$ cat src/rtl/slp_pkg.sv
package slp_pkg;

  typedef enum logic [1:0] {
    PM_RUN_FULL = 2'b00,
    PM_RUN_MED  = 2'b01,
    PM_NAP_FULL = 2'b10,
    PM_NAP_MED  = 2'b11
  } pmode_t;

  localparam int DIV_W = 3;

  typedef struct packed {
    logic   ok;
    pmode_t target;
  } entry_t;

  // Which nap a sleep strobe selects; ok=0 means the strobe is dropped
  function automatic entry_t decode_entry(input logic standby, input logic lowspd,
                                         input logic medspd, input logic direct);
    entry_t e;
    e.ok     = !standby && !lowspd && !direct;
    e.target = medspd ? PM_NAP_MED : PM_NAP_FULL;
    return e;
  endfunction

  // Active mode reached when waking from a given nap
  function automatic pmode_t wake_target(input pmode_t m);
    return (m == PM_NAP_MED) ? PM_RUN_MED : PM_RUN_FULL;
  endfunction

  // Reduced-speed divide as a power of two: 8 << rate
  function automatic logic [DIV_W-1:0] rate_log2(input logic [1:0] rate);
    return DIV_W'(3) + DIV_W'(rate);
  endfunction

  function automatic logic is_napping(input pmode_t m);
    return m[1];
  endfunction

endpackage

$ cat src/rtl/slp_irq_qual.sv
module slp_irq_qual #(
  parameter int N_SRC       = 32,
  parameter int SYNC_STAGES = 2
) (
  input  logic             clk,
  input  logic             rst_n,
  input  logic [N_SRC-1:0] irq_req,
  input  logic [N_SRC-1:0] irq_en,
  input  logic             irq_mask,
  output logic             qual_any,
  output logic             wake_req
);

  localparam int LAST = SYNC_STAGES - 1;

  logic [SYNC_STAGES-1:0] sync_q;

  assign qual_any = (|(irq_req & irq_en)) && !irq_mask;

  generate
    genvar s;
    for (s = 0; s < SYNC_STAGES; s++) begin : g_sync
      if (s == 0) begin : g_first
        always_ff @(posedge clk or negedge rst_n) begin
          if (!rst_n) sync_q[0] <= 1'b0;
          else        sync_q[0] <= qual_any;
        end
      end else begin : g_next
        always_ff @(posedge clk or negedge rst_n) begin
          if (!rst_n) sync_q[s] <= 1'b0;
          else        sync_q[s] <= sync_q[s-1];
        end
      end
    end
  endgenerate

  assign wake_req = sync_q[LAST];

  generate
    if (SYNC_STAGES == 2) begin : g_chk
      AST_SYNC_LATENCY: assert property (@(posedge clk) disable iff (!rst_n)
        wake_req |-> $past(qual_any, 2));
    end
  endgenerate

  AST_MASK_BLOCKS: assert property (@(posedge clk) disable iff (!rst_n)
    irq_mask |=> !sync_q[0]);

endmodule

$ cat src/rtl/slp_mode_fsm.sv
module slp_mode_fsm
  import slp_pkg::*;
(
  input  logic   clk,
  input  logic   rst_n,
  input  logic   sleep_req,
  input  logic   cfg_standby,
  input  logic   cfg_lowspd,
  input  logic   cfg_medspd,
  input  logic   cfg_direct,
  input  logic   wake_req,
  output pmode_t mode_q,
  output logic   wake_pulse,
  output logic   enter_evt,
  output logic   wake_evt
);

  entry_t ent;
  logic   asleep;

  assign ent       = decode_entry(cfg_standby, cfg_lowspd, cfg_medspd, cfg_direct);
  assign asleep    = is_napping(mode_q);
  assign wake_evt  = asleep && wake_req;
  assign enter_evt = !asleep && sleep_req && ent.ok;

  always_ff @(posedge clk or negedge rst_n) begin
    if (!rst_n) begin
      mode_q     <= PM_RUN_FULL;
      wake_pulse <= 1'b0;
    end else begin
      wake_pulse <= wake_evt;
      if (wake_evt)       mode_q <= wake_target(mode_q);
      else if (enter_evt) mode_q <= ent.target;
    end
  end

  AST_WAKE_ONE_CYCLE: assert property (@(posedge clk) disable iff (!rst_n)
    wake_pulse |=> !wake_pulse);

  AST_WAKE_LEAVES_NAP: assert property (@(posedge clk) disable iff (!rst_n)
    wake_pulse |-> (!mode_q[1] && $past(mode_q[1])));

  AST_MED_KEEPS_RATE: assert property (@(posedge clk) disable iff (!rst_n)
    (wake_pulse && $past(mode_q) == PM_NAP_MED) |-> mode_q == PM_RUN_MED);

  AST_NAP_HOLDS: assert property (@(posedge clk) disable iff (!rst_n)
    (asleep && !wake_req) |=> mode_q == $past(mode_q));

endmodule

$ cat src/rtl/slp_clk_ctl.sv
module slp_clk_ctl
  import slp_pkg::*;
(
  input  logic             clk,
  input  logic             rst_n,
  input  pmode_t           mode_q,
  input  logic [1:0]       rate_sel,
  input  logic             sleep_req,
  output logic             cpu_clk_en,
  output logic [DIV_W-1:0] div_log2
);

  logic med_rate;

  assign med_rate   = (mode_q == PM_RUN_MED) || (mode_q == PM_NAP_MED);
  assign cpu_clk_en = !is_napping(mode_q);
  assign div_log2   = med_rate ? rate_log2(rate_sel) : '0;

  AST_CLK_STOPS_ON_REQ: assert property (@(posedge clk) disable iff (!rst_n)
    $fell(cpu_clk_en) |-> $past(sleep_req));

  AST_DIV_RANGE: assert property (@(posedge clk) disable iff (!rst_n)
    (div_log2 == '0) || (div_log2 >= DIV_W'(3) && div_log2 <= DIV_W'(6)));

endmodule

$ cat src/rtl/slp_pwr_ctl.sv
module slp_pwr_ctl
  import slp_pkg::*;
#(
  parameter int N_SRC       = 32,
  parameter int SYNC_STAGES = 2
) (
  input  logic             clk,
  input  logic             rst_n,
  input  logic             sleep_req,
  input  logic             cfg_standby,
  input  logic             cfg_lowspd,
  input  logic             cfg_medspd,
  input  logic             cfg_direct,
  input  logic [1:0]       rate_sel,
  input  logic [N_SRC-1:0] irq_req,
  input  logic [N_SRC-1:0] irq_en,
  input  logic             irq_mask,
  output logic [1:0]       mode,
  output logic             cpu_clk_en,
  output logic [2:0]       div_log2,
  output logic             wake_pulse
);

  pmode_t mode_q;
  logic   qual_any;
  logic   wake_req;
  logic   enter_evt;
  logic   wake_evt;

  slp_irq_qual #(.N_SRC(N_SRC), .SYNC_STAGES(SYNC_STAGES)) u_qual (
    .clk      (clk),
    .rst_n    (rst_n),
    .irq_req  (irq_req),
    .irq_en   (irq_en),
    .irq_mask (irq_mask),
    .qual_any (qual_any),
    .wake_req (wake_req)
  );

  slp_mode_fsm u_fsm (
    .clk         (clk),
    .rst_n       (rst_n),
    .sleep_req   (sleep_req),
    .cfg_standby (cfg_standby),
    .cfg_lowspd  (cfg_lowspd),
    .cfg_medspd  (cfg_medspd),
    .cfg_direct  (cfg_direct),
    .wake_req    (wake_req),
    .mode_q      (mode_q),
    .wake_pulse  (wake_pulse),
    .enter_evt   (enter_evt),
    .wake_evt    (wake_evt)
  );

  slp_clk_ctl u_clk (
    .clk        (clk),
    .rst_n      (rst_n),
    .mode_q     (mode_q),
    .rate_sel   (rate_sel),
    .sleep_req  (sleep_req),
    .cpu_clk_en (cpu_clk_en),
    .div_log2   (div_log2)
  );

  assign mode = mode_q;

  AST_ENTER_WAKE_EXCL: assert property (@(posedge clk) disable iff (!rst_n)
    !(enter_evt && wake_evt));

  AST_ENTER_FROM_RUN: assert property (@(posedge clk) disable iff (!rst_n)
    enter_evt |=> mode_q[1]);

endmodule

$ cat config.mk
export PLATFORM = sky130hd
export DESIGN_NAME = slp_pwr_ctl
export DESIGN_NICKNAME = d
export VERILOG_FILES = /design/src/rtl/slp_pkg.sv /design/src/rtl/slp_irq_qual.sv /design/src/rtl/slp_mode_fsm.sv /design/src/rtl/slp_clk_ctl.sv /design/src/rtl/slp_pwr_ctl.sv
export SDC_FILE = /design/constraint.sdc
export NUM_CORES = 1
export LEC_CHECK = 0
export ABC_AREA = 1
export BUFFER_PORTS_ARGS = -buffer_cell sky130_fd_sc_hd__buf_2
export CELL_PAD_IN_SITES_DETAIL_PLACEMENT = 0
export CELL_PAD_IN_SITES_GLOBAL_PLACEMENT = 2
export CORE_MARGIN = 4
export CORE_UTILIZATION = 10
export CTS_CLUSTER_DIAMETER = 100
export DETAILED_ROUTE_END_ITERATION = 10
export GPL_TIMING_DRIVEN = 0
export PLACE_DENSITY_LB_ADDON = 0.1
export SKIP_LAST_GASP = 1
export SYNTH_ARGS = -nofsm -noshare
export SYNTH_HDL_FRONTEND = slang
export SYNTH_HIERARCHICAL = 1
export SYNTH_SLANG_ARGS = --single-unit
$ cat constraint.sdc
create_clock -name clk -period 1.1 [get_ports clk]
set_clock_uncertainty 0.2 [all_clocks]
set_input_delay 0.055 -clock clk [delete_from_list [all_inputs] [get_ports clk]]
set_output_delay 0.055 -clock clk [all_outputs]
set_load 0.1 [all_outputs]
==> results.cfg, run 1 <==
[run_status]
status = finished, violations left
violations = negative hold slack, negative setup slack

[clock_tree]
cts_sinks = 5
cts_buffer_depth = 2
cts_tree = done
path_clk_slew_ps = 30
insertion_delay_ps = 220
htreeDepth = 1
cts_buffers = 3
postCtsHoldBufs = 4
cts_root_buffer = clkbuf_8

[timing]
slew_viol_final = 0
max_freq_mhz = 794
timing.slew.headroom_pct = 81.5
timing.final.crit_share_pct = 114
rsz0062_at_grt = true
holdWs_ps = -79.4
period_needed_ps = 1260
final-hold-violation-count = 2
fin_ws_ps = -159
finalSetupViolations = 7
worstMarginPinSlew_ps = 280

[grt]
grt-ovfl-total = 0
grt_pass1_wl_mm = 3.24
grt_use_total_pct = 6.55
grt_antenna_before_repair = 0
grt_pass1_vias = 879
grt_max_degree = 6

[flow_run]
maxCapViolCount = 0

[power_and_ir_drop]
power_frac_clock_pct = 28.7
ir_drop_v = 0.000347
p_int_uw = 706
cellPowerDensity_nw_per_um2 = 1010
p_sw_uw = 466
swShare_pct = 39.7
p_leak_uw = 0.000683
combPwrFrac_pct = 51.8
share_seq_of_total_power_pct = 19.5

[worst_setup_path]
end_kind = output port
cp_top_family = flip-flops
worstPathArrival_ps = 1000
slowest_delay_ps = 490
reg2reg_slack_ps = -70
path_max_fanout = 3
required_ps = 840
path_buf_inv = 2
r2r_cells = 4
r2r-start = u_fsm/mode_q[1]$_DFFE_PN0P_
path_cells = inv_6 -> nor2_4 -> buf_12
start_kind = flip-flop
worstSetupPathType = flip-flop to output port
crit_slowest_cell = dfrtp_4
r2r_end = u_fsm/mode_q[0]$_DFFE_PN0P_

[finish]
area_delta_synth_final_pct = 147
final_core_util_pct = 26.1
layout-drive-gt1-share_pct = 54.2
nFillCells = 498
nets = 253
fin_area_um2 = 1160
stdcell_count = 229
n_antenna_cell = 0

[routing]
wl_per_cell_um = 8.45
drc = 0
vias = 830
drt_iter0_drc = 13
detail-route-antenna-nets = 0
wirelength_mm = 1.94
dr.pass1.iters = 4
vias_per_cell = 3.62

[min_path]
min_from = cfg_lowspd
min_path_type = input pin to flip-flop
whs_path_depth = 4
hold_path_end = u_fsm/mode_q[1]$_DFFE_PN0P_

[placed_design]
dp_hpwl_mm = 1.79
dp_cells = 220
gp_congestion = 0.636
place_area_um2 = 972
numPortBuffers = 80

[die]
ios = 81
chipWidth_um = 76.5
rows = 24
dieArea_um2 = 5850
die_y_um = 76.5
core-area_um2 = 4440
start_util_pct = 10.6

[synthesis]
syn_avg_cell_area_um2 = 5.33
syn-num-nets = 163
syn_inst = 88
ys_warn_count = 6
mappedNetlistArea_um2 = 469
==> worst max path at each step <==
| stage | start | end | slack, ps | cells past startpoint |
|---|---|---|---|---|
| 2_1_floorplan | u_fsm/mode_q[0]$_DFFE_PN0P_ | div_log2[0] | -350 | 2 |
| 3_3_place_gp | rate_sel[0] | div_log2[1] | -200 | 5 |
| 3_5_place_dp | rate_sel[0] | div_log2[1] | -220 | 5 |
| 4_1_cts | u_fsm/mode_q[0]$_DFFE_PN0P_ | div_log2[1] | -170 | 3 |
| 5_1_grt | u_fsm/mode_q[0]$_DFFE_PN0P_ | div_log2[1] | -190 | 3 |
| 6_report | u_fsm/mode_q[0]$_DFFE_PN0P_ | div_log2[1] | -160 | 3 |
==> layout by cell type, fill, tap and decap left out <==
cell	n
nand4_1	1
buf_4	2
o21ai_2	1
clkbuf_8	3
inv_6	1
nor2_2	1
nand2_1	55
nor2_1	10
a21oi_1	1
nor2_4	4
buf_12	5
dfrtp_4	2
inv_1	6
clkbuf_1	1
buf_6	2
dfrtp_2	1
nand3_2	1
dlygate4sd3_1	4
ha_1	1
dfrtp_1	2
buf_2	72
clkinvlp_4	1
==> stage by stage <==
step | hold slack, ps | power (uW) | worst slack [ps] | setup TNS [ps]
finish | -79.4 | 1170 | -159 | -894
global route | -52.7 | 1250 | -191 | -1150
CTS | -77.9 | 1180 | -168 | -884
detailed placement | -319 | 745 | -219 | -656
global placement | -321 | 743 | -197 | -625
floorplan | -441 | 570 | -352 | -1520
==> power by group through the flow <==
stage / Combinational, uW / Clock (uW) / Sequential (uW)
after CTS: 611 / 345 / 228
after global placement: 515 / 0 / 229
after floorplan: 260 / 0 / 311
final: 607 / 336 / 228
after global routing: 653 / 363 / 231
after detailed placement: 516 / 0 / 229
==> routing by layer <==
layer,wire [um],GRT usage (%),up-vias,share of wire (%)
met5,0,0,-,0
met4,25,2.17,0,1.3
met3,170,2.36,5,8.8
met2,1000,12.7,47,52
met1,738,6.28,339,38
li1,-,-,439,-
==> sequential cells by signal (all words and copies together), names as in the netlist <==
signal	count
u_fsm/wake_pulse	1
u_qual/wake_req	1
u_qual/sync_q	1
u_fsm/mode_q	2
==> layout make-up <==
cell class | count | area (um2) | share of cell area [%]
repair buffers | 85 | 538 | 46.4
inverters | 8 | 38.8 | 3.35
flip-flops and latches | 5 | 134 | 11.6
well taps | 52 | 65.1 | 5.62
clock buffers | 4 | 45.0 | 3.89
multi-input cells | 75 | 338 | 29.2
==> tightest hold or removal path: cells and delay by family <==
family | cells | cell delay [ps]
and+or+nand+nor | 2 | 120
buffers and inverters | 1 | 80
AOI/OAI and AO/OA | 1 | 50
==> what timing repair did <==
action | CTS | global route
pin swaps | 1 | 2
resized for setup | 23 | 4
gates cloned | 0 | 0
endpoints found under the hold margin | 8 | 2
setup endpoints to repair | 8 | 13
buffers inserted | 1 | 0
No activity file was read; power rests on OpenSTA's default activity.
==> run 2: changes to the inputs <==
--- a/config.mk
+++ b/config.mk
@@ -13,7 +13,6 @@
 export CORE_UTILIZATION = 10
 export CTS_CLUSTER_DIAMETER = 100
 export DETAILED_ROUTE_END_ITERATION = 10
-export GPL_TIMING_DRIVEN = 0
 export PLACE_DENSITY_LB_ADDON = 0.1
 export SKIP_LAST_GASP = 1
 export SYNTH_ARGS = -nofsm -noshare
==> run 2 against run 1 <==
- the run ends with negative setup slack left
- non-clock buffer count grew 5
- sequential share of layout area shrank 0.75 points
- first-iteration DRC count grew 69%
- largest cell class unchanged
- global-route usage grew 0.30 points
- cell count grew 2.2%
- worst setup slack lost 24 ps
- worst hold slack gained 82 ps
- highest routed layer unchanged
- design area grew 6.9%
- via count grew 0.72%
- register-to-register slack lost 40 ps
- utilization grew 1.8 points
==> results.cfg, run 2 (synthesized netlist as in run 1, its figures left out) <==
[worst_setup_path]
worstPathArrival_ps = 1030
end_kind = output port
r2r_end = u_fsm/mode_q[0]$_DFFE_PN0P_
path_cells = inv_6 -> nor2_4 -> buf_12
r2r-start = u_fsm/mode_q[1]$_DFFE_PN0P_
worstSetupPathType = flip-flop to output port
path_buf_inv = 2
crit_slowest_cell = dfrtp_4
path_max_fanout = 3
slowest_delay_ps = 510
cp_top_family = flip-flops
reg2reg_slack_ps = -110
start_kind = flip-flop
required_ps = 840
r2r_cells = 5

[clock_tree]
cts_root_buffer = clkbuf_8
cts_buffers = 3
cts_sinks = 5
insertion_delay_ps = 220
cts_tree = done
cts_buffer_depth = 2
htreeDepth = 1
path_clk_slew_ps = 40

[routing]
wirelength_mm = 1.92
detail-route-antenna-nets = 0
wl_per_cell_um = 8.18
dr.pass1.iters = 4
drc = 0
vias_per_cell = 3.57
vias = 836
drt_iter0_drc = 22

[min_path]
whs_path_depth = 5
hold_path_end = u_fsm/mode_q[0]$_DFFE_PN0P_
min_path_type = input pin to flip-flop
min_from = sleep_req

[finish]
nets = 258
nFillCells = 489
layout-drive-gt1-share_pct = 56.6
largest_register = u_fsm/mode_q
n_antenna_cell = 0
area_delta_synth_final_pct = 164
largest_reg_flops = 2
stdcell_count = 234
final_cell_mix = 72 x buf_2, 54 x nand2_1, 10 x nor2_1
final_common_cell = buf_2

[die]
die_y_um = 76.5
rows = 24
dieArea_um2 = 5850
ios = 81
core-area_um2 = 4440
start_util_pct = 10.6
chipWidth_um = 76.5

[placed_design]
dp_cells = 222
numPortBuffers = 80
gp_congestion = 0.708
dp_hpwl_mm = 1.80

[power_and_ir_drop]
ir_drop_v = 0.000335
cellPowerDensity_nw_per_um2 = 985
finalPower_uw = 1220
p_leak_uw = 0.000723

[grt]
grt_use_total_pct = 6.84
grt-ovfl-total = 0
grt_antenna_before_repair = 0
grt_pass1_vias = 902
grt_pass1_wl_mm = 3.37
grt_max_degree = 6

[timing]
timing.slew.headroom_pct = 90.0
rsz0062_at_grt = true
worstMarginPinSlew_ps = 151
slew_viol_final = 0
max_freq_mhz = 780
timing.final.crit_share_pct = 117
finalSetupViolations = 9
final-hold-violation-count = 0
period_needed_ps = 1280
fin_ws_ps = -183

[run_status]
violations = negative setup slack
status = finished, violations left

[flow_run]
maxCapViolCount = 0
## run 2: area by class of cell
type                    instances  area [um2]  area share (%)
repair buffers                 90         609            49.2
clock buffers                   3        41.3            3.33
clock inverters                 1        5.00           0.404
flip-flops and latches          5         134            10.8
multi-input cells              75         345            27.9
well taps                      52        65.1            5.25
inverters                       8        38.8            3.13
## run 2: layer usage
metal	track usage [%]	wire length, um	share of wire [%]
met5	0	0	0
met3	2.72	233	12
met2	13.1	996	52
met4	2.72	12	0.63
met1	6.42	673	35
## run 2: metrics by stage
step / setup WS [ps] / TNS (ps) / hold WS (ps) / area, um2 / utilization (%)
2_1_floorplan: -352 / -1520 / -441 / 507 / -
3_3_place_gp: 15.7 / 0 / -317 / 1090 / 24.6
3_5_place_dp: 3.77 / 0 / -320 / 1090 / 24.6
4_1_cts: -192 / -1190 / -3.07 / 1220 / 27.4
5_1_grt: -212 / -1350 / 27.7 / 1240 / 27.9
6_report: -183 / -1050 / 2.34 / 1240 / 27.9
## run 2: what timing repair did
action	CTS	global route
hold endpoints to repair	8	0
resized for setup	1	9
setup endpoints to repair	7	14
buffers inserted	2	0
hold buffers	6	0
pin swaps	1	2
## run 2: worst max path at each step
stage | to | startpoint | cells after the start
floorplan | div_log2[0] | u_fsm/mode_q[0]$_DFFE_PN0P_ | 2
global placement | u_fsm/mode_q[0]$_DFFE_PN0P_ | u_fsm/mode_q[1]$_DFFE_PN0P_ | 4
detailed placement | u_fsm/mode_q[0]$_DFFE_PN0P_ | u_fsm/mode_q[1]$_DFFE_PN0P_ | 4
CTS | div_log2[2] | u_fsm/mode_q[0]$_DFFE_PN0P_ | 3
global route | div_log2[2] | u_fsm/mode_q[0]$_DFFE_PN0P_ | 3
finish | div_log2[2] | u_fsm/mode_q[0]$_DFFE_PN0P_ | 3
## run 2: worst min-delay path, stage by stage
cell     delay (ps)
buf_2           100
inv_1            80
nor2_4           50
nand4_1          50
nand2_1          50
## run 2: power breakdown
part / switching (uW) / leakage (uW) / internal [uW]
Clock: 91.2 / 0.0000255 / 243
Combinational: 362 / 0.000639 / 291
Sequential: 25.4 / 0.0000585 / 207
==> run 3: changes to the inputs <==
--- a/config.mk
+++ b/config.mk
@@ -13,7 +13,7 @@
 export CORE_UTILIZATION = 10
 export CTS_CLUSTER_DIAMETER = 100
 export DETAILED_ROUTE_END_ITERATION = 10
-export PLACE_DENSITY_LB_ADDON = 0.1
+export PLACE_DENSITY = 0.78
 export SKIP_LAST_GASP = 1
 export SYNTH_ARGS = -nofsm -noshare
 export SYNTH_HDL_FRONTEND = slang
==> run 3 against run 2 <==
- the flow finishes with violations (negative hold slack, negative setup slack)
- die area unchanged
- critical path depth unchanged
- register-to-register slack about the same
- largest cell class unchanged
==> results.cfg, run 3 (synthesized netlist as in run 1, its figures left out) <==
[run_status]
status = finished, violations left
violations = negative hold slack, negative setup slack

[power_and_ir_drop]
share_seq_of_total_power_pct = 19.2
p_sw_uw = 463
swShare_pct = 38.6
power_frac_clock_pct = 27.5
combPwrFrac_pct = 53.3
ir_drop_v = 0.000391
p_int_uw = 736
finalPower_uw = 1200
cellPowerDensity_nw_per_um2 = 1000
p_leak_uw = 0.000699

[min_path]
min_path_type = input pin to flip-flop

[clock_tree]
postCtsHoldBufs = 4
path_clk_slew_ps = 40
insertion_delay_ps = 220
cts_sinks = 5
cts_root_buffer = clkbuf_8
cts_buffers = 3
cts_buffer_depth = 2
cts_tree = done
htreeDepth = 1

[routing]
dr.pass1.iters = 2
vias = 789
drt_iter0_drc = 4
drc = 0
wl_per_cell_um = 7.61
detail-route-antenna-nets = 0
vias_per_cell = 3.42
wirelength_mm = 1.76

[die]
start_util_pct = 10.6
ios = 81
core-area_um2 = 4440
chipWidth_um = 76.5
rows = 24
dieArea_um2 = 5850
die_y_um = 76.5

[finish]
final_common_cell = buf_2
layout-drive-gt1-share_pct = 54.7
nets = 255
n_antenna_cell = 0
stdcell_count = 231
largest_register = u_fsm/mode_q
largest_reg_flops = 2
area_delta_synth_final_pct = 155
final_cell_mix = 72 x buf_2, 55 x nand2_1, 10 x nor2_1

[flow_run]
maxCapViolCount = 0

[worst_setup_path]
slowest_delay_ps = 500
path_cells = inv_6 -> nor2_4 -> buf_12
required_ps = 840
start_kind = flip-flop
worstPathArrival_ps = 1020
worstSetupPathType = flip-flop to output port
path_max_fanout = 3
crit_slowest_cell = dfrtp_4
end_kind = output port

[timing]
finalSetupViolations = 8
rsz0062_at_grt = true
timing.slew.headroom_pct = 91.8
final-hold-violation-count = 2
slew_viol_final = 0
max_freq_mhz = 786
period_needed_ps = 1270
fin_ws_ps = -173
holdWs_ps = -73.7
worstMarginPinSlew_ps = 123
timing.final.crit_share_pct = 116

[grt]
grt_pass1_wl_mm = 3.09
grt_antenna_before_repair = 0
grt_pass1_vias = 793
grt_use_total_pct = 6.22
grt-ovfl-total = 0
grt_max_degree = 6

[placed_design]
dp_hpwl_mm = 1.68
gp_congestion = 0.674
numPortBuffers = 80
dp_cells = 222
## run 3: path summary, 6_finish.rpt
kind	start	end	slack [ps]	depth (start not counted)
max in group asynchronous	rst_n	u_fsm/mode_q[1]$_DFFE_PN0P_	60	3
max	u_fsm/mode_q[0]$_DFFE_PN0P_	div_log2[0]	-170	3
min	cfg_lowspd	u_fsm/mode_q[1]$_DFFE_PN0P_	-70	4
min in group asynchronous	rst_n	u_fsm/wake_pulse$_DFF_PN0_	520	3
max reg2reg	u_fsm/mode_q[1]$_DFFE_PN0P_	u_fsm/mode_q[0]$_DFFE_PN0P_	-110	5
min reg2reg	u_qual/sync_q[0]$_DFF_PN0_	u_qual/wake_req$_DFF_PN0_	150	0
## run 3: per-layer routing
layer | routed length (um) | global-route usage (%) | up-vias
li1 | - | - | 446
met1 | 653 | 6.13 | 301
met2 | 892 | 11.8 | 42
met3 | 211 | 3.07 | 0
met4 | 0 | 1.09 | 0
met5 | 0 | 0 | -
## run 3: area by class of cell
cell class | instances | area [um2]
timing repair buffer | 87 | 578
tap | 52 | 65.1
fill | 508 | 3250
multi-input combinational | 75 | 338
inverter | 8 | 38.8
sequential | 5 | 134
clock buffer | 4 | 45.0
## run 3: worst max-delay path, delay by kind of cell, from the launching register on
family,cells,cell delay (ps)
flip-flops,1,500
buffers and inverters,2,240
AND/OR/NAND/NOR,1,40
## run 3: power by group through the flow
| stage | Combinational [uW] | Clock, uW | Sequential [uW] |
|---|---|---|---|
| final | 639 | 330 | 230 |
| after global routing | 689 | 362 | 233 |
| after CTS | 642 | 341 | 231 |
| after detailed placement | 625 | 0 | 234 |
| after global placement | 621 | 0 | 234 |
| after floorplan | 260 | 0 | 311 |
## run 3: repair_timing
action,CTS,global route
buffers inserted,1,0
resized for setup,1,4
hold endpoints to repair,8,2
setup endpoints to repair,7,13
pin swaps,1,1
## run 3: through the flow
stage | utilization (%) | instance area, um2 | setup TNS (ps) | worst slack (ps)
floorplan | - | 507 | -1520 | -352
CTS | 26.7 | 1190 | -1040 | -182
global placement | 24.6 | 1090 | 0 | 21.5
global route | 27.0 | 1200 | -1250 | -203
detailed placement | 24.6 | 1090 | -0.416 | -0.416
finish | 27.0 | 1200 | -969 | -173
